--- src/rtl/i2cm_pkg.sv ---
package i2cm_pkg;
    localparam int BYTE_W   = 8;
    localparam int WORD_W   = BYTE_W + 1;
    localparam int TIMER_W  = 16;
    localparam int STATUS_W = 13;

    typedef enum logic [2:0] {
        ST_IDLE, ST_START, ST_HOLD, ST_RESTART, ST_LOW, ST_HIGH, ST_STOP
    } eng_state_t;

    typedef struct packed {
        logic arb_lost;
        logic nack;
        logic count_done;
        logic stop_done;
        logic rx_full;
        logic tx_wait;
    } evt_t;

    typedef struct packed {
        logic master;
        logic start;
        logic stop;
        logic nack;
    } ctrl_t;

    function automatic logic [STATUS_W-1:0] pack_status(
        logic dev_busy, logic stop_seen, logic bus_busy,
        logic rx_full, logic rx_nempty, logic tx_nfull, logic tx_empty);
        return {dev_busy, stop_seen, 2'b00, bus_busy, 4'b0000,
                rx_full, rx_nempty, tx_nfull, tx_empty};
    endfunction
endpackage

--- src/rtl/i2cm_fifo.sv ---
module i2cm_fifo #(
    parameter int W     = 8,
    parameter int DEPTH = 8
) (
    input  logic         clk,
    input  logic         rst,
    input  logic         flush,
    input  logic         push,
    input  logic [W-1:0] wdata,
    input  logic         pop,
    output logic [W-1:0] rdata,
    output logic         full,
    output logic         empty
);
    localparam int AW = (DEPTH > 1) ? $clog2(DEPTH) : 1;
    localparam int CW = $clog2(DEPTH + 1);

    logic [W-1:0]  mem [DEPTH];
    logic [AW-1:0] wp, rp;
    logic [CW-1:0] cnt;
    logic          do_push, do_pop;

    function automatic logic [AW-1:0] bump(logic [AW-1:0] p);
        return (p == AW'(DEPTH - 1)) ? '0 : p + AW'(1);
    endfunction

    assign full    = (cnt == CW'(DEPTH));
    assign empty   = (cnt == '0);
    assign do_push = push && !full;
    assign do_pop  = pop && !empty;
    assign rdata   = empty ? '0 : mem[rp];

    always_ff @(posedge clk) begin
        if (rst || flush) begin
            wp  <= '0;
            rp  <= '0;
            cnt <= '0;
        end else begin
            if (do_push) begin
                mem[wp] <= wdata;
                wp      <= bump(wp);
            end
            if (do_pop) rp <= bump(rp);
            if (do_push && !do_pop)      cnt <= cnt + CW'(1);
            else if (do_pop && !do_push) cnt <= cnt - CW'(1);
        end
    end


    cnt_bound_chk: assert property (@(posedge clk) disable iff (rst)
        cnt <= CW'(DEPTH));


    full_drop_chk: assert property (@(posedge clk) disable iff (rst)
        (full && push && !pop && !flush) |=> full);
endmodule

--- src/rtl/i2cm_engine.sv ---
module i2cm_engine
    import i2cm_pkg::*;
(
    input  logic               clk,
    input  logic               rst,
    input  logic               bus_rst,
    input  logic               start_req,
    input  logic               stop_req,
    input  logic               nack_force,
    input  logic               rbc_we,
    input  logic [BYTE_W-1:0]  rbc_val,
    input  logic [TIMER_W-1:0] half_cycles,
    input  logic [WORD_W-1:0]  tx_head,
    input  logic               tx_empty,
    output logic               tx_pop,
    input  logic               rx_full,
    output logic               rx_push,
    output logic [BYTE_W-1:0]  rx_data,
    input  logic               sda_in,
    output logic               scl_oe,
    output logic               sda_oe,
    output logic               dev_busy,
    output logic               bus_busy,
    output logic               stop_seen,
    output logic               ev_txw,
    output logic               ev_stop,
    output logic               ev_cnt,
    output logic               ev_nack,
    output logic               ev_arb
);
    eng_state_t         state;
    logic [1:0]         step;
    logic [TIMER_W-1:0] tmr;
    logic [BYTE_W-1:0]  sh, rbc_left;
    logic [3:0]         bitn;
    logic start_pend, stop_pend, fresh, halted, rd_mode, rd_done, manual, is_cmd, smp;
    logic txw_q;

    logic tick, take_cmd, take_wr, take_rd, go_stop, rcv_byte, nack_this, arb, txw_lvl;

    assign tick      = (tmr >= half_cycles);
    assign take_cmd  = (state == ST_HOLD) && !tx_empty && tx_head[BYTE_W];
    assign take_wr   = (state == ST_HOLD) && !take_cmd && !halted && !rd_mode && !tx_empty;
    assign take_rd   = (state == ST_HOLD) && !take_cmd && !halted && rd_mode && !rd_done
                       && !rx_full && (manual || rbc_left != '0);
    assign go_stop   = (state == ST_HOLD) && !take_cmd && !take_wr && !take_rd && stop_pend;
    assign tx_pop    = (take_cmd && fresh) || take_wr;
    assign rcv_byte  = rd_mode && !is_cmd;
    assign nack_this = rcv_byte && (nack_force || (!manual && rbc_left == BYTE_W'(1)));
    assign rx_push   = (state == ST_HIGH) && (tmr != '0) && tick && (bitn == 4'd8) && rcv_byte;
    assign rx_data   = sh;
    assign arb       = (state == ST_HIGH) && (tmr == '0) && !rcv_byte && (bitn != 4'd8)
                       && sh[BYTE_W-1] && !sda_in;
    assign txw_lvl   = (state == ST_HOLD) && !rd_mode && !halted && tx_empty && !stop_pend;
    assign ev_txw    = txw_lvl && !txw_q;
    assign dev_busy  = (state != ST_IDLE) || start_pend;
    assign bus_busy  = (state != ST_IDLE);

    always_ff @(posedge clk) begin
        if (rst || bus_rst) begin
            state <= ST_IDLE;  step <= '0;  tmr <= '0;  sh <= '0;  bitn <= '0;
            scl_oe <= 1'b0;  sda_oe <= 1'b0;  start_pend <= 1'b0;  stop_pend <= 1'b0;
            fresh <= 1'b0;  halted <= 1'b0;  rd_mode <= 1'b0;  rd_done <= 1'b0;
            is_cmd <= 1'b0;  smp <= 1'b1;  txw_q <= 1'b0;  stop_seen <= 1'b0;
            ev_stop <= 1'b0;  ev_cnt <= 1'b0;  ev_nack <= 1'b0;  ev_arb <= 1'b0;
            if (rst) begin
                rbc_left <= '0;
                manual   <= 1'b1;
            end
        end else begin
            ev_stop <= 1'b0;  ev_cnt <= 1'b0;  ev_nack <= 1'b0;  ev_arb <= 1'b0;
            txw_q   <= txw_lvl;
            if (start_req) start_pend <= 1'b1;
            if (stop_req)  stop_pend  <= 1'b1;
            if (rbc_we) begin
                rbc_left <= rbc_val;
                manual   <= (rbc_val == '0);
            end
            tmr <= (tick || state == ST_IDLE || state == ST_HOLD) ? '0 : tmr + TIMER_W'(1);
            case (state)
                ST_IDLE: begin
                    scl_oe <= 1'b0;
                    sda_oe <= 1'b0;
                    if (start_pend && !tx_empty && tx_head[BYTE_W]) begin
                        state      <= ST_START;
                        start_pend <= 1'b0;
                        sda_oe     <= 1'b1;
                        stop_seen  <= 1'b0;
                    end else if (!start_pend && !start_req) begin
                        stop_pend  <= 1'b0;
                    end
                end
                ST_START: if (tick) begin
                    scl_oe <= 1'b1;
                    fresh  <= 1'b1;
                    state  <= ST_HOLD;
                end
                ST_HOLD: begin
                    if (take_cmd && fresh) begin
                        sh <= tx_head[BYTE_W-1:0];  is_cmd <= 1'b1;  rd_mode <= tx_head[0];
                        halted <= 1'b0;  rd_done <= 1'b0;  fresh <= 1'b0;
                        bitn <= '0;  state <= ST_LOW;
                    end else if (take_cmd) begin
                        sda_oe <= 1'b0;  step <= '0;  state <= ST_RESTART;
                    end else if (take_wr || take_rd) begin
                        sh <= take_wr ? tx_head[BYTE_W-1:0] : '0;
                        is_cmd <= 1'b0;  bitn <= '0;  state <= ST_LOW;
                    end else if (go_stop) begin
                        sda_oe <= 1'b1;  step <= '0;  state <= ST_STOP;
                    end
                end
                ST_RESTART: if (tick) begin
                    step <= step + 2'd1;
                    case (step)
                        2'd0:    scl_oe <= 1'b0;
                        2'd1:    sda_oe <= 1'b1;
                        default: begin scl_oe <= 1'b1; fresh <= 1'b1; state <= ST_HOLD; end
                    endcase
                end
                ST_LOW: begin
                    if (bitn == 4'd8) sda_oe <= rcv_byte ? !nack_this : 1'b0;
                    else              sda_oe <= rcv_byte ? 1'b0 : !sh[BYTE_W-1];
                    if (tick) begin
                        scl_oe <= 1'b0;
                        state  <= ST_HIGH;
                    end
                end
                ST_HIGH: begin
                    if (tmr == '0) begin
                        smp <= sda_in;
                        if (arb) begin
                            ev_arb <= 1'b1;  state <= ST_IDLE;  scl_oe <= 1'b0;  sda_oe <= 1'b0;
                            start_pend <= 1'b0;  stop_pend <= 1'b0;
                        end
                    end else if (tick) begin
                        scl_oe <= 1'b1;
                        if (bitn != 4'd8) begin
                            sh    <= {sh[BYTE_W-2:0], smp};
                            bitn  <= bitn + 4'd1;
                            state <= ST_LOW;
                        end else begin
                            state <= ST_HOLD;
                            if (!rcv_byte) begin
                                if (smp) begin ev_nack <= 1'b1; halted <= 1'b1; end
                            end else begin
                                if (!manual) rbc_left <= rbc_left - BYTE_W'(1);
                                if (nack_this) begin
                                    rd_done <= 1'b1;
                                    if (!manual) ev_cnt <= 1'b1;
                                end
                            end
                        end
                    end
                end
                ST_STOP: if (tick) begin
                    step <= step + 2'd1;
                    case (step)
                        2'd0:    scl_oe <= 1'b0;
                        2'd1:    sda_oe <= 1'b0;
                        default: begin
                            state <= ST_IDLE;  stop_seen <= 1'b1;  ev_stop <= 1'b1;
                            stop_pend <= 1'b0;  halted <= 1'b0;
                        end
                    endcase
                end
                default: state <= ST_IDLE;
            endcase
        end
    end


    sda_stable_chk: assert property (@(posedge clk) disable iff (rst || bus_rst)
        (state == ST_HIGH && $past(state) == ST_HIGH) |-> $stable(sda_oe));


    tx_pop_chk: assert property (@(posedge clk) disable iff (rst || bus_rst)
        tx_pop |-> !tx_empty);


    rx_push_chk: assert property (@(posedge clk) disable iff (rst || bus_rst)
        rx_push |-> !rx_full);


    arb_release_chk: assert property (@(posedge clk) disable iff (rst || bus_rst)
        ev_arb |-> (!scl_oe && !sda_oe && state == ST_IDLE));


    stop_release_chk: assert property (@(posedge clk) disable iff (rst || bus_rst)
        ev_stop |-> (!scl_oe && !sda_oe && stop_seen));


    hold_scl_chk: assert property (@(posedge clk) disable iff (rst || bus_rst)
        (state == ST_HOLD) |-> scl_oe);


    count_nack_chk: assert property (@(posedge clk) disable iff (rst || bus_rst)
        ev_cnt |-> (rd_done && rbc_left == '0));
endmodule

--- src/rtl/fifo_i2c_master.sv ---
module fifo_i2c_master
    import i2cm_pkg::*;
(
    input  logic                clk,
    input  logic                rst,
    input  logic                ctrl_we,
    input  logic [3:0]          ctrl_wdata,
    input  logic                tx_we,
    input  logic [WORD_W-1:0]   tx_wdata,
    input  logic                rx_re,
    output logic [BYTE_W-1:0]   rx_rdata,
    input  logic                rbc_we,
    input  logic [BYTE_W-1:0]   rbc_wdata,
    input  logic                flush_tx,
    input  logic                flush_rx,
    input  logic                bus_reset,
    input  logic [TIMER_W-1:0]  half_cycles,
    input  logic                sda_in,
    output logic                scl_oe,
    output logic                sda_oe,
    output logic [STATUS_W-1:0] status,
    output logic [5:0]          events
);
    localparam int FIFO_DEPTH = 8;

    ctrl_t             cw;
    evt_t              ev;
    logic              nack_q, rxf_q;
    logic [WORD_W-1:0] tx_head;
    logic              tx_full, tx_empty, tx_pop, rx_full, rx_empty, rx_push;
    logic [BYTE_W-1:0] rx_data;
    logic              dev_busy, bus_busy, stop_seen;

    assign cw = ctrl_t'(ctrl_wdata);

    always_ff @(posedge clk) begin
        if (rst) begin
            nack_q <= 1'b0;
            rxf_q  <= 1'b0;
        end else begin
            if (ctrl_we) nack_q <= cw.nack;
            rxf_q <= rx_full;
        end
    end

    i2cm_fifo #(.W(WORD_W), .DEPTH(FIFO_DEPTH)) u_txq (
        .clk(clk), .rst(rst), .flush(flush_tx), .push(tx_we), .wdata(tx_wdata),
        .pop(tx_pop), .rdata(tx_head), .full(tx_full), .empty(tx_empty));

    i2cm_fifo #(.W(BYTE_W), .DEPTH(FIFO_DEPTH)) u_rxq (
        .clk(clk), .rst(rst), .flush(flush_rx), .push(rx_push), .wdata(rx_data),
        .pop(rx_re), .rdata(rx_rdata), .full(rx_full), .empty(rx_empty));

    i2cm_engine u_eng (
        .clk(clk), .rst(rst), .bus_rst(bus_reset),
        .start_req(ctrl_we && cw.master && cw.start),
        .stop_req(ctrl_we && cw.master && cw.stop),
        .nack_force(nack_q), .rbc_we(rbc_we), .rbc_val(rbc_wdata),
        .half_cycles(half_cycles), .tx_head(tx_head), .tx_empty(tx_empty), .tx_pop(tx_pop),
        .rx_full(rx_full), .rx_push(rx_push), .rx_data(rx_data), .sda_in(sda_in),
        .scl_oe(scl_oe), .sda_oe(sda_oe), .dev_busy(dev_busy), .bus_busy(bus_busy),
        .stop_seen(stop_seen), .ev_txw(ev.tx_wait), .ev_stop(ev.stop_done),
        .ev_cnt(ev.count_done), .ev_nack(ev.nack), .ev_arb(ev.arb_lost));

    assign ev.rx_full = rx_full && !rxf_q;
    assign events     = ev;
    assign status     = pack_status(dev_busy, stop_seen, bus_busy, rx_full, !rx_empty,
                                    !tx_full, tx_empty);
endmodule

--- config.mk ---
export PLATFORM = sky130hd
export DESIGN_NAME = fifo_i2c_master
export DESIGN_NICKNAME = d
export VERILOG_FILES = /design/src/rtl/i2cm_pkg.sv /design/src/rtl/i2cm_fifo.sv /design/src/rtl/i2cm_engine.sv /design/src/rtl/fifo_i2c_master.sv
export SDC_FILE = /design/constraint.sdc
export NUM_CORES = 1
export LEC_CHECK = 0
export ABC_CLOCK_PERIOD_IN_PS = 9000
export BUFFER_PORTS_ARGS = -buffer_cell sky130_fd_sc_hd__buf_4
export CORE_MARGIN = 10
export CORE_UTILIZATION = 40
export CTS_BUF_LIST = sky130_fd_sc_hd__clkbuf_8 sky130_fd_sc_hd__clkbuf_16
export DETAILED_ROUTE_END_ITERATION = 10
export PLACE_DENSITY = 0.6
export SLEW_MARGIN = 20
export SYNTH_ARGS = -nofsm -noshare
export SYNTH_HDL_FRONTEND = slang
export SYNTH_SLANG_ARGS = --single-unit
--- constraint.sdc ---
create_clock -name clk -period 9 [get_ports clk]
set_input_delay 0 -clock clk [delete_from_list [all_inputs] [get_ports clk]]
set_output_delay 0 -clock clk [all_outputs]
set_load 0.03 [all_outputs]
### After elaboration in Yosys (flattened, before gate mapping)

Memories as Yosys holds them, arrays and structs flattened. A register that Yosys moved wholly into a read port is not among the register bits.
Cells that the tools add are included.
W data, S select, Z words.

| storage, ports and cells | value |
|---|---|
| register bits | 80 |
| bits in writable memories | 136 |
| logic and storage cells | 355 |
| memories kept | 2 |

| operators by class | value |
|---|---|
| $add $sub $neg | 12 |
| $lt $le $gt $ge | 1 |
| equality and inequality tests | 49 |
| multiplexer cells | 133 |
| bitwise operators | 6 |
| reduce and logical (&&, ||, !) cells | 121 |

Memories:

| memory | depth | width | read ports | clocked after Yosys merged registers in | write ports | line | text |
|---|---|---|---|---|---|---|---|
| u_txq.mem | 8 | 9 | 1 | 1 | 1 | i2cm_fifo.sv:18 | `logic [W-1:0] mem [DEPTH];` |
| u_rxq.mem | 8 | 8 | 1 | 1 | 1 | i2cm_fifo.sv:18 |  |

Operators by type and width:

| operator | count |
|---|---|
| $mux W8 | 17 |
| $mux W3 | 23 |
| $mux W1 | 64 |
| $logic_and A1 B1 Y1 | 46 |
| $mux W4 | 10 |
| $ne A2 B1 Y1 const B | 13 |
| $ne A2 B2 Y1 const B | 13 |
| $logic_not A1 Y1 | 25 |
| $eq A3 B3 Y1 const B | 7 |
| $pmux W3 S7 | 1 |
| $reduce_and A10 Y1 | 2 |
| $add A16 B1 Y16 const B | 1 |
| $ge A16 B16 Y1 | 1 |
| $logic_not A16 Y1 | 1 |
| $pmux W8 S2 | 1 |
| $reduce_bool A16 Y1 | 1 |
| $reduce_and A7 Y1 | 2 |
| $reduce_bool A2 Y1 | 7 |
| $add A3 B1 Y3 const B | 4 |
| $add A4 B1 Y4 const B | 3 |
| $eq A4 B4 Y1 const B | 3 |
| $pmux W1 S6 | 2 |
| $reduce_bool A6 Y1 | 2 |
| $logic_or A1 B1 Y1 | 10 |
| 35 further kinds | 63 |

### Longest topological paths before layout

Gate-level depths: netlist of the first run.

| logic depth | value |
|---|---|
| depth after elaboration | 19 |
| gate-level depth with buffers | 16 |

### Hierarchy

Synthesis of the first run repeated with hierarchy kept, for this count alone.

| second synthesis, totals | value |
|---|---|
| cells, all modules | 854 |
| area total of the unflattened synthesis | 10,510.1 um2 |

Modules (own cells, without submodules):

| module | times used | cells an instance | area each (um2) | seq. area each (um2) |
|---|---|---|---|---|
| i2cm_engine | 1 | 459 | 3,791.1 | 1,251.2 |
| i2cm_fifo at u_txq | 1 | 193 | 3,422.0 | 2,422.3 |
| i2cm_fifo at u_rxq | 1 | 180 | 3,121.7 | 2,182.1 |
| fifo_i2c_master | 1 | 22 | 175.2 | 40.0 |

### Worst setup path after synthesis of the first run

OpenSTA, ideal clock, no wires.

| path | value |
|---|---|
| path type | reg-to-reg |
| from | register u_eng.tmr[10] |
| to | register u_rxq.cnt[3] |
| library setup time | 0.071 ns |
| arrival time | 3.535 ns |
| path slack | 5.394 ns |
| stages on the path, launching flop included | 15 |
| path buffers | 1 |
| period minus slack after synthesis | 3.606 ns |
| path through | dfxtp_1 -> ha_1 -> nand4_1 -> or3_1 -> o211a_1 -> clkbuf_1 -> nor4_2 -> ha_1 -> inv_1 -> ha_1 -> a21o_1 -> a21oi_1 -> xnor2_1 -> or3_1 -> a21oi_1 |

| between the ends | value |
|---|---|
| cells in the longest elaborated chain, start to end | 9 |

Ends and longest elaborated chain:

| element | line | text |
|---|---|---|
| from (decl) | i2cm_engine.sv:33 | `logic [TIMER_W-1:0] tmr;` |
| from (signal assigned) | i2cm_engine.sv:79 | `tmr <= (tick \|\| state == ST_IDLE \|\| state == ST_HOLD) ? '0 : tmr + TIMER_W'(1);` |
| branches (longest 2 deep; another with $ge A16 B16 Y1) | n/a |  |
| $logic_and A1 B1 Y1 * (3 in series) | i2cm_engine.sv:50 | `assign rx_push = (state == ST_HIGH) && (tmr != '0) && tick && (bitn == 4'd8) && rcv_byte;` |
| $logic_and A1 B1 Y1 * | i2cm_fifo.sv:29 | `assign do_push = push && !full;` |
| named net u_rxq.do_push | i2cm_fifo.sv:21 | `logic do_push, do_pop;` |
| $logic_not A1 Y1 | i2cm_fifo.sv:45 | `else if (do_pop && !do_push) cnt <= cnt - CW'(1);` |
| $logic_and A1 B1 Y1 | i2cm_fifo.sv:45 |  |
| $reduce_bool A2 Y1 (no line) | n/a |  |
| to (signal assigned) | i2cm_fifo.sv:44 | `if (do_push && !do_pop) cnt <= cnt + CW'(1);` |
| to (signal assigned) | i2cm_fifo.sv:45 |  |
| to (decl) | i2cm_fifo.sv:20 | `logic [CW-1:0] cnt;` |

Mark *: on every way through the listed nets, which the timed path passes.
A chain may end at the register's enable or synchronous reset.

==> results of run 1 <==
power by group:
part           switching [W]  internal [W]
logic              0.0000478     0.0000429
clock network       0.000387      0.000541
registers         0.00000573       0.00109
tightest hold or removal path, cell delays in order:
cell and delay (ns):
buf_4 0.11, a31oi_1 0.21, a22o_1 0.16, a211oi_1 0.06
what timing repair did:
action,in CTS,in global routing
hold endpoints to repair,116,0
endpoints found under the setup margin,0,0
hold buffers,38,0
layer usage:
layer / global-route usage [%] / vias to the layer above / wire (um)
met1: 17.2 / 3210 / 9890
met5: 0 / - / 0
met2: 22.0 / 112 / 10500
li1: - / 3306 / -
met3: 1.93 / 27 / 718
met4: 3.51 / 0 / 398
worst max path at each step:
stage                   startpoint              end  slack [ns]  cells after the start
finish                    register     u_txq.cnt[3]        4.68                     13
global route              register     u_txq.cnt[3]        4.33                     13
CTS                 u_eng.state[0]     u_rxq.cnt[3]        4.65                     12
detailed placement  u_eng.state[0]  u_rxq.mem[0][6]        4.61                      6
global placement    u_eng.state[0]     u_rxq.cnt[3]        4.78                     12
floorplan            u_eng.tmr[10]     u_rxq.cnt[3]        5.39                     14
area by class of cell:
| type | instances | area, sq um | share of cell area, % |
|---|---|---|---|
| Sequential cell | 222 | 5900 | 48.6 |
| Multi-Input combinational cell | 533 | 3970 | 32.7 |
| Timing Repair Buffer | 113 | 943 | 7.77 |
| Clock buffer | 24 | 601 | 4.95 |
| Tap cell | 330 | 413 | 3.40 |
| Inverter | 44 | 165 | 1.36 |
| Clock inverter | 18 | 144 | 1.19 |
Yosys cell counts, drive strengths merged (3+ instances only):
cell	count	area (sq um)
edfxtp	145	4350
nor2	104	390
dfxtp	77	1540
a21oi	46	230
nand2	44	165
inv	43	161
ha	39	488
mux4	34	777
nor3	32	160
mux2i	29	290
clkbuf	26	97.6
o21ai	26	130
buf	24	173
nand3	23	115
a211oi	14	105
nand2b	11	68.8
xor2	11	96.3
or3	10	62.6
xnor2	10	87.6
a31oi	9	56.3
a21o	7	52.6
and3	6	38.8
nor4	6	43.8
nor2b	5	31.3
and2	4	27.5
nand4	4	25.0
o31ai	4	30.0
or4	4	30.0
a22oi	3	36.3
a311oi	3	26.3
nor4b	3	26.3
o22ai	3	18.8
or2	3	18.8
sequential cells by signal (all words and copies together) (netlist names), 2 cells and up, named ones only:
| register | count |
|---|---|
| u_txq.cnt | 4 |
| u_rxq.wp | 3 |
| u_eng.tmr | 16 |
| u_txq.mem | 72 |
| u_rxq.cnt | 4 |
| u_rxq.mem | 64 |
| u_txq.rp | 3 |
| u_rxq.rp | 3 |
| u_eng.rx_data | 8 |
| u_eng.bitn | 4 |
| u_eng.state | 3 |
| u_eng.rbc_left | 8 |
| u_eng.step | 2 |
| u_txq.wp | 3 |
metrics by stage:
step	util [%]	instance area, sq um	worst slack, ns	std cells	hold slack, ns
3_5_place_dp	43.5	11000	4.61	1204	0.244
2_1_floorplan	-	10300	5.39	849	0.0989
4_1_cts	48.0	12100	4.65	1284	0.0629
3_3_place_gp	43.5	11000	4.78	1204	0.237
5_1_grt	48.0	12100	4.33	1284	0.0830
6_report	48.0	12100	4.68	1284	0.0860
kinds of logic after synthesis:
logic type,after synthesis
muxes,64
and+or+nand+nor,263
AOI/OAI and AO/OA,138
adders and majority gates,41
xor gates and xnor gates,21
DFF,222
buffers and inverters,94
other,1
==> flow_summary.json, run 1 <==
{
  "ir_worst_vdd_mv": 0.121,
  "via_count": 6655,
  "numCtsBuffers": 24,
  "syn_to_final_growth_pct": 18.1,
  "nets": 1026,
  "min-delay-start": "ctrl_wdata[3]",
  "ant_nets": 0,
  "syn_area_per_cell_sq_um": 12.2,
  "tightest_slew_ns": 1.02,
  "layout_commonest_cell": "edfxtp_1",
  "cp.arrival_ns": 4.76,
  "synth-xor-area-share_pct": 1.79,
  "power.density_nw_per_um2": 174,
  "hold_path_class": "input pin to register",
  "hpwlAfterDp_mm": 14.8,
  "chipWidth_um": 180,
  "grt_usage_pct": 13.1,
  "finalPower_w": 0.00211,
  "endpoint_kind": "register",
  "synth_edf_count": 145,
  "r2r_end": "u_txq.cnt[3]",
  "cts_setup_buffers": 0,
  "rr_worst_depth": 13,
  "synthSimpleGateAreaFrac_pct": 12.0,
  "route.detailed.drc": 0,
  "rrSetupSlack_ns": 4.68,
  "synth_cells": 844,
  "clock_sinks": 222,
  "clock_path_buffers": 3,
  "dr.pass1.iters": 4,
  "drt_iter0_drc": 411,
  "start_util_pct": 40.7,
  "cp-start-kind": "register",
  "final_layout_size_suffix_gt1_share_pct": 16.0,
  "critical_path.max_stage_delay_ns": 0.72,
  "io_buffers": 69,
  "core_sq_um": 25300,
  "final_cell_mix": "edfxtp_1 (145), nor2_1 (103), dfxtp_1 (77), buf_4 (75), inv_1 (48)",
  "synth-adder-area-share_pct": 5.14,
  "synth_top_flop_cell": "edfxtp_1",
  "synthMuxAreaShare_pct": 10.5,
  "ys_ff_latch": 222,
  "skew_ns": 0.0168,
  "crit_fanout": 17,
  "hold_depth": 4,
  "totalWireLength_mm": 21.5,
  "criticalPathCategory": "register to register",
  "fin_setup_tns_ns": 0,
  "period_needed_ns": 4.32,
  "clkTransAtPathRegs_ns": 0.06,
  "cp.required_ns": 9.45,
  "critPathTopFamily": "multiplexers",
  "cap_violations": 0,
  "synth_area_sq_um": 10300,
  "dieArea_sq_um": 32500,
  "cts.repair.resized": 0,
  "gp_congestion": 0.822,
  "fill_cells": 2272,
  "slew_headroom_pct": 31.8,
  "outcome": "finished clean",
  "root_buffer": "clkbuf_16",
  "synthArstFlopShare_pct": 0,
  "synth_compound_area_share_pct": 8.84,
  "antenna_found_initial": 0,
  "final_hold_viol_count": 0,
  "fmax_mhz": 232,
  "grt_pass1_vias": 6831,
  "post-route-period-util_pct": 47.9,
  "die_y_um": 180,
  "synth_top_family_by_area": "simple AND/OR/NAND/NOR gates",
  "cp.buffers_inverters": 2,
  "hold_end": "u_eng.stop_pend",
  "finalSetupViolCount": 0,
  "cts_tree": "yes",
  "grt_max_degree": 33,
  "grt_pass1_wl_mm": 36.1,
  "grt-ovfl-total": 0,
  "drv_slew": 0,
  "crit_slowest_cell": "dfxtp_1",
  "ys_seq_area_share_pct": 57.4,
  "ioPinCount": 76,
  "diodes": 0,
  "wl_per_cell_um": 16.7,
  "yosysWarnings": 0,
  "htreeDepth": 1,
  "drt-vias-per-instance": 5.18,
  "clk_latency_ns": 0.52,
  "path_cells": "mux4_1 > mux2_4 > mux2i_1 > nor2_1 > clkinv_1 > ha_1 > inv_1 > ha_1 > a21o_1 > a21oi_1 > xnor2_1 > or3_1 > a21oi_1",
  "leakagePower_nw": 4.29,
  "ys_types": 64,
  "row_count": 58,
  "rsz0062_at_grt": "false"
}
Power figures use the tool's default switching activity.
==> inputs of run 2 (changes only) <==
--- a/config.mk
+++ b/config.mk
@@ -5,7 +5,8 @@
 export SDC_FILE = /design/constraint.sdc
 export NUM_CORES = 1
 export LEC_CHECK = 0
-export ABC_CLOCK_PERIOD_IN_PS = 9000
+export ABC_AREA = 1
+export ABC_CLOCK_PERIOD_IN_PS = 4300
 export BUFFER_PORTS_ARGS = -buffer_cell sky130_fd_sc_hd__buf_4
 export CORE_MARGIN = 10
 export CORE_UTILIZATION = 40
==> constraint.sdc (replaced) <==
create_clock -name clk -period 4.3 [get_ports clk]
set_input_delay 0 -clock clk [delete_from_list [all_inputs] [get_ports clk]]
set_output_delay 0 -clock clk [all_outputs]
set_load 0.03 [all_outputs]
==> flow_summary.json, run 2 <==
{
  "outcome": "finished clean",
  "clock_sinks": 222,
  "htreeDepth": 1,
  "criticalPathCategory": "register to register",
  "final_cell_mix": "nor2_1 (226), nand2_1 (195), edfxtp_1 (145), inv_1 (130), o21ai_0 (106)",
  "cap_violations": 0,
  "ant_nets": 0,
  "fmax_mhz": 303,
  "nets": 1402,
  "worstSetupStartpoint": "u_eng.tmr[9]",
  "critPathTopFamily": "simple AND/OR/NAND/NOR gates",
  "grt_pass1_vias": 8208,
  "reg_top3": "u_txq.mem x72, u_rxq.mem x64, u_eng.tmr x16",
  "grt_max_degree": 37,
  "yosysTopAreaCell": "edfxtp_1",
  "drv_slew": 0,
  "rrSetupSlack_ns": 1.0,
  "synth.most_common_cell": "nor2_1",
  "root_buffer": "clkbuf_16",
  "final_util_pct": 47.6,
  "ys_ff_latch": 222,
  "synthMuxAreaShare_pct": 0.0916,
  "synth_edf_count": 145,
  "cts.repair.resized": 0,
  "top_register": "u_txq.mem",
  "tightest_slew_ns": 1.08,
  "chipWidth_um": 185,
  "drt_iter0_drc": 518,
  "diodes": 0,
  "antenna_found_initial": 0,
  "clkTransAtPathRegs_ns": 0.06,
  "ioPinCount": 76,
  "clock_path_buffers": 3,
  "crit_top_cell": "ha_1",
  "post-route-period-util_pct": 76.8,
  "leakagePower_nw": 5.34,
  "io_buffers": 69,
  "ys_types": 49,
  "synthSimpleGateAreaFrac_pct": 21.7,
  "finalSetupViolCount": 0,
  "syn_area_per_cell_sq_um": 8.95,
  "start_util_pct": 40.6,
  "synthArstFlopShare_pct": 0,
  "row_count": 60,
  "synth_common_cells": "nor2_1 (228), nand2_1 (195), edfxtp_1 (145)",
  "layout_commonest_cell": "nor2_1",
  "wl_per_cell_um": 15.4,
  "cts_tree": "yes",
  "dr.pass1.iters": 5,
  "rr_worst_depth": 17,
  "crit_fanout": 9,
  "yosysWarnings": 0,
  "fill_cells": 2621,
  "clk_latency_ns": 0.53,
  "reg2reg_from": "u_eng.tmr[9]",
  "core_sq_um": 26900,
  "largest_reg_flops": 72,
  "cp-start-kind": "register",
  "gp_congestion": 0.958,
  "grt_pass1_wl_mm": 41.7,
  "ctsHoldBuffers": 36,
  "rsz0062_at_grt": "false",
  "r2r_end": "u_rxq.cnt[3]",
  "critical_path.max_stage_delay_ns": 0.42,
  "synth-adder-area-share_pct": 4.83,
  "synth_top_flop_cell": "edfxtp_1",
  "hpwlAfterDp_mm": 18.1,
  "cp.buffers_inverters": 2,
  "crit_cells": 17,
  "endpoint_kind": "register",
  "endpoint": "u_rxq.cnt[3]",
  "crit_slowest_cell": "dfxtp_1",
  "final_hold_viol_count": 0,
  "cp.required_ns": 4.74,
  "netlist.area_leader.share_pct": 39.9,
  "fin_hold_ws_ns": 0.0173,
  "synth_compound_area_share_pct": 10.2,
  "synth-xor-area-share_pct": 1.60,
  "path_cells": "ha_1 > a21oi_1 > o21ai_1 > a21oi_2 > nand3_2 > nand2_2 > nor2_2 > nand2_2 > inv_2 > ha_1 > inv_1 > ha_1 > and3_1 > a211oi_1 > xor2_1 > nand2_1 > a21oi_1",
  "grt-ovfl-total": 0,
  "drt-vias-per-instance": 5.02,
  "cts_setup_buffers": 0,
  "period_needed_ns": 3.30,
  "route.detailed.drc": 0,
  "cp.arrival_ns": 3.74,
  "final_layout_size_suffix_gt1_share_pct": 12.9,
  "totalWireLength_mm": 25.8,
  "die_y_um": 185,
  "hold_path_class": "input pin to register",
  "slew_headroom_pct": 27.5,
  "via_count": 8407,
  "synth_area_sq_um": 10900,
  "syn_to_final_growth_pct": 17.0,
  "ys_seq_area_share_pct": 54.0,
  "synth_top_family_by_area": "simple AND/OR/NAND/NOR gates",
  "grt_usage_pct": 14.9,
  "ir_worst_vdd_mv": 0.357,
  "finalPower_w": 0.00468,
  "synth_cells": 1220,
  "skew_ns": 0.0317,
  "dieArea_sq_um": 34300,
  "ys_top_cells_by_area": "edfxtp_1 (40%), dfxtp_1 (14%), nor2_1 (7.8%)",
  "numCtsBuffers": 25,
  "power.density_nw_per_um2": 366,
  "fin_setup_tns_ns": 0
}
run 2: changes by cell type in the layout (fill, tap and decap cells not counted), moves of 16 or more:
cell     previous run  this run
inv_1              48       130
mux2i_1            29         1
mux4_2             31         0
nand2_1            44       195
nand2_2             0        16
nand3_1            23        39
nor2_1            103       226
nor3_1             30        12
o21ai_0            26       106
o22ai_1             3        24
run 2: worst min-delay path, cell delays in order:
cell and delay [ns]:
buf_4 0.08, nand2_1 0.05, o21ai_0 0.10, o21ai_0 0.10, nor2_1 0.08
run 2: cell type report:
type / instances / area (sq um) / area share, %
sequential: 222 / 5900 / 46.1
multi-input combinational: 813 / 4230 / 33.1
timing repair buffer: 109 / 908 / 7.11
clock buffer: 28 / 667 / 5.22
inverter: 143 / 539 / 4.22
tap: 341 / 427 / 3.34
clock inverter: 18 / 116 / 0.911
run 2: layer usage:
| layer | GRT usage, % | vias to the layer above | part of all wire (%) |
|---|---|---|---|
| li1 | - | 4252 | - |
| met4 | 4.36 | 0 | 2.4 |
| met5 | 0 | - | 0 |
| met2 | 26.4 | 179 | 50 |
| met3 | 2.49 | 40 | 4.4 |
| met1 | 18.2 | 3936 | 43 |
run 2: where the power goes:
part	total, W	internal [W]	switching (W)
Clock	0.00201	0.00117	0.000839
Combinational	0.000360	0.000138	0.000222
Sequential	0.00231	0.00229	0.0000231
Total	0.00468	0.00360	0.00108
run 2: kinds of logic after synthesis:
logic type / Yosys count
xor gates and xnor gates: 20
other: 1
and+or+nand+nor: 540
AOI/OAI and AO/OA: 205
DFF: 222
muxes: 1
buffers and inverters: 190
adders and majority gates: 41
run 2: how the worst min path moves through the flow:
stage,depth (start not counted),endpoint,from
floorplan,1,nack_q,rst
global route,5,u_eng.rbc_left[0],rbc_wdata[0]
detailed placement,3,nack_q,ctrl_wdata[0]
finish,5,u_eng.rbc_left[0],rbc_wdata[0]
CTS,5,u_eng.rbc_left[3],rbc_we
global placement,3,nack_q,ctrl_wdata[0]
run 2: metrics by stage:
step                area [sq um]  setup slack [ns]  cells
global route               12800             0.687   1674
finish                     12800             0.998   1674
global placement           11600              1.07   1592
CTS                        12800             0.961   1674
detailed placement         11600             0.973   1592
floorplan                  10900              1.47   1225
==> inputs of run 3 (changes only) <==
--- a/config.mk
+++ b/config.mk
@@ -6,7 +6,7 @@
 export NUM_CORES = 1
 export LEC_CHECK = 0
 export ABC_AREA = 1
-export ABC_CLOCK_PERIOD_IN_PS = 4300
+export ABC_CLOCK_PERIOD_IN_PS = 3050
 export BUFFER_PORTS_ARGS = -buffer_cell sky130_fd_sc_hd__buf_4
 export CORE_MARGIN = 10
 export CORE_UTILIZATION = 40
==> constraint.sdc (replaced) <==
create_clock -name clk -period 3.05 [get_ports clk]
set_input_delay 0 -clock clk [delete_from_list [all_inputs] [get_ports clk]]
set_output_delay 0 -clock clk [all_outputs]
set_load 0.03 [all_outputs]
==> flow_summary.json, run 3 (same netlist as run 2, synthesis figures left out) <==
{
  "grt_max_degree": 34,
  "final_util_pct": 49.2,
  "ant_nets": 0,
  "final_hold_viol_count": 0,
  "totalWireLength_mm": 26.4,
  "period_needed_ns": 2.83,
  "grt_pass1_vias": 8255,
  "clk_latency_ns": 0.53,
  "largest_reg_flops": 72,
  "grt-ovfl-total": 0,
  "drv_slew": 0,
  "criticalPathCategory": "register to register",
  "grt_usage_pct": 15.1,
  "chipWidth_um": 185,
  "switching_share_pct": 23.3,
  "rrSetupSlack_ns": 0.22,
  "cp-start-kind": "register",
  "clkTransAtPathRegs_ns": 0.06,
  "drt_iter0_drc": 517,
  "fmax_mhz": 353,
  "seqCellArea_sq_um": 5900,
  "p_sw_w": 0.00154,
  "row_count": 60,
  "reg_top3": "u_txq.mem x72, u_rxq.mem x64, u_eng.tmr x16",
  "numCtsBuffers": 25,
  "final_cells": 1718,
  "htreeDepth": 1,
  "layout_commonest_cell": "nor2_1",
  "crit_fanout": 3,
  "cap_violations": 0,
  "combPwrFrac_pct": 7.9,
  "leakagePower_nw": 5.61,
  "top_register": "u_txq.mem",
  "clock_sinks": 222,
  "power.density_nw_per_um2": 498,
  "cts_tree": "yes",
  "hold_path_class": "input pin to register",
  "cp.arrival_ns": 3.30,
  "syn_to_final_growth_pct": 21.1,
  "route.detailed.drc": 0,
  "final_cell_mix": "nor2_1 (226), nand2_1 (194), edfxtp_1 (145), inv_1 (134), buf_4 (119)",
  "endpoint_kind": "register",
  "wl_per_cell_um": 15.4,
  "drt-vias-per-instance": 4.94,
  "io_buffers": 69,
  "outcome": "finished clean",
  "via_count": 8480,
  "dieArea_sq_um": 34300,
  "hpwlAfterDp_mm": 18.6,
  "root_buffer": "clkbuf_16",
  "post-route-period-util_pct": 92.8,
  "clock_path_buffers": 3,
  "multiInputGateArea_sq_um": 4350,
  "rsz0062_at_grt": "false",
  "tightest_slew_ns": 0.654,
  "p_seq_share_pct": 49.5,
  "start_util_pct": 40.6,
  "pwr-share-clk_pct": 42.6,
  "core_sq_um": 26900,
  "diodes": 0,
  "antenna_found_initial": 0,
  "ioPinCount": 76,
  "power.internal_w": 0.00505,
  "placed_cells": 1631,
  "final_layout_size_suffix_gt1_share_pct": 16.9,
  "ir_worst_vdd_mv": 0.440,
  "die_y_um": 185,
  "finalPower_w": 0.00659,
  "gp_congestion": 0.893,
  "dr.pass1.iters": 5,
  "fill_cells": 2520,
  "finalSetupViolCount": 0,
  "fin_setup_tns_ns": 0,
  "skew_ns": 0.0185,
  "cp.required_ns": 3.51,
  "grt_pass1_wl_mm": 41.9,
  "slew_headroom_pct": 56.3,
  "nets": 1446
}
-- run 3: worst paths after layout --
check / to / cells past startpoint / start
worst min register to register: u_eng.stop_seen / 2 / u_eng.stop_seen
worst max register to register: u_rxq.cnt[3] / 17 / u_eng.tmr[10]
worst min-delay path: u_eng.rbc_left[3] / 5 / rbc_we
worst max-delay path: u_rxq.cnt[3] / 17 / u_eng.tmr[10]
-- run 3: metrics by stage --
stage | hold WS, ns | instance area (sq um) | worst slack [ns]
global placement | 0.223 | 11900 | 0.139
detailed placement | 0.236 | 11900 | 0.0272
floorplan | 0.0724 | 10900 | 0.221
CTS | 0.000899 | 13000 | 0.0271
finish | 0.0296 | 13200 | 0.219
global route | 0.0432 | 13200 | 0.0191
-- run 3: timing repair --
action | in CTS | in global routing
hold endpoints to repair | 112 | 0
endpoints found under the setup margin | 0 | 2
setup buffers | 0 | 7
hold buffers | 34 | 0
resized for setup | 0 | 25
-- run 3: area by class of cell --
class                           instances  area share [%]
Inverter                              143            4.10
Sequential cell                       222            44.6
Clock buffer                           27            4.94
Clock inverter                         19           0.880
Timing Repair Buffer                  153            9.33
Multi-Input combinational cell        813            32.9
Tap cell                              341            3.23
-- run 3: layer usage --
metal / part of all wire (%) / track usage (%) / up-vias
li1: - / - / 4334
met1: 45 / 18.9 / 3971
met2: 49 / 26.2 / 138
met3: 3.5 / 2.21 / 37
met4: 2.8 / 4.88 / 0
met5: 0 / 0 / -
-- run 3: critical path, stage by stage, from the launching register on --
cell,delay (ns)
dfxtp_2,0.33
ha_4,0.26
nand4_1,0.17
nor3_4,0.27
nand3_2,0.11
nand3_2,0.10
nand2_2,0.08
nor2_4,0.14
nand2_4,0.08
inv_4,0.08
ha_4,0.14
inv_2,0.07
ha_4,0.23
and3_4,0.17
a211oi_2,0.21
xor2_1,0.16
nand2_1,0.08
a21oi_2,0.10
-- run 3: power by group through the flow --
stage / logic [W] / clock network [W] / registers [W]
after floorplan: 0.000333 / 0 / 0.00331
after global placement: 0.000474 / 0 / 0.00332
after detailed placement: 0.000480 / 0 / 0.00332
after CTS: 0.000515 / 0.00286 / 0.00326
after global routing: 0.000591 / 0.00298 / 0.00326
final: 0.000522 / 0.00280 / 0.00326
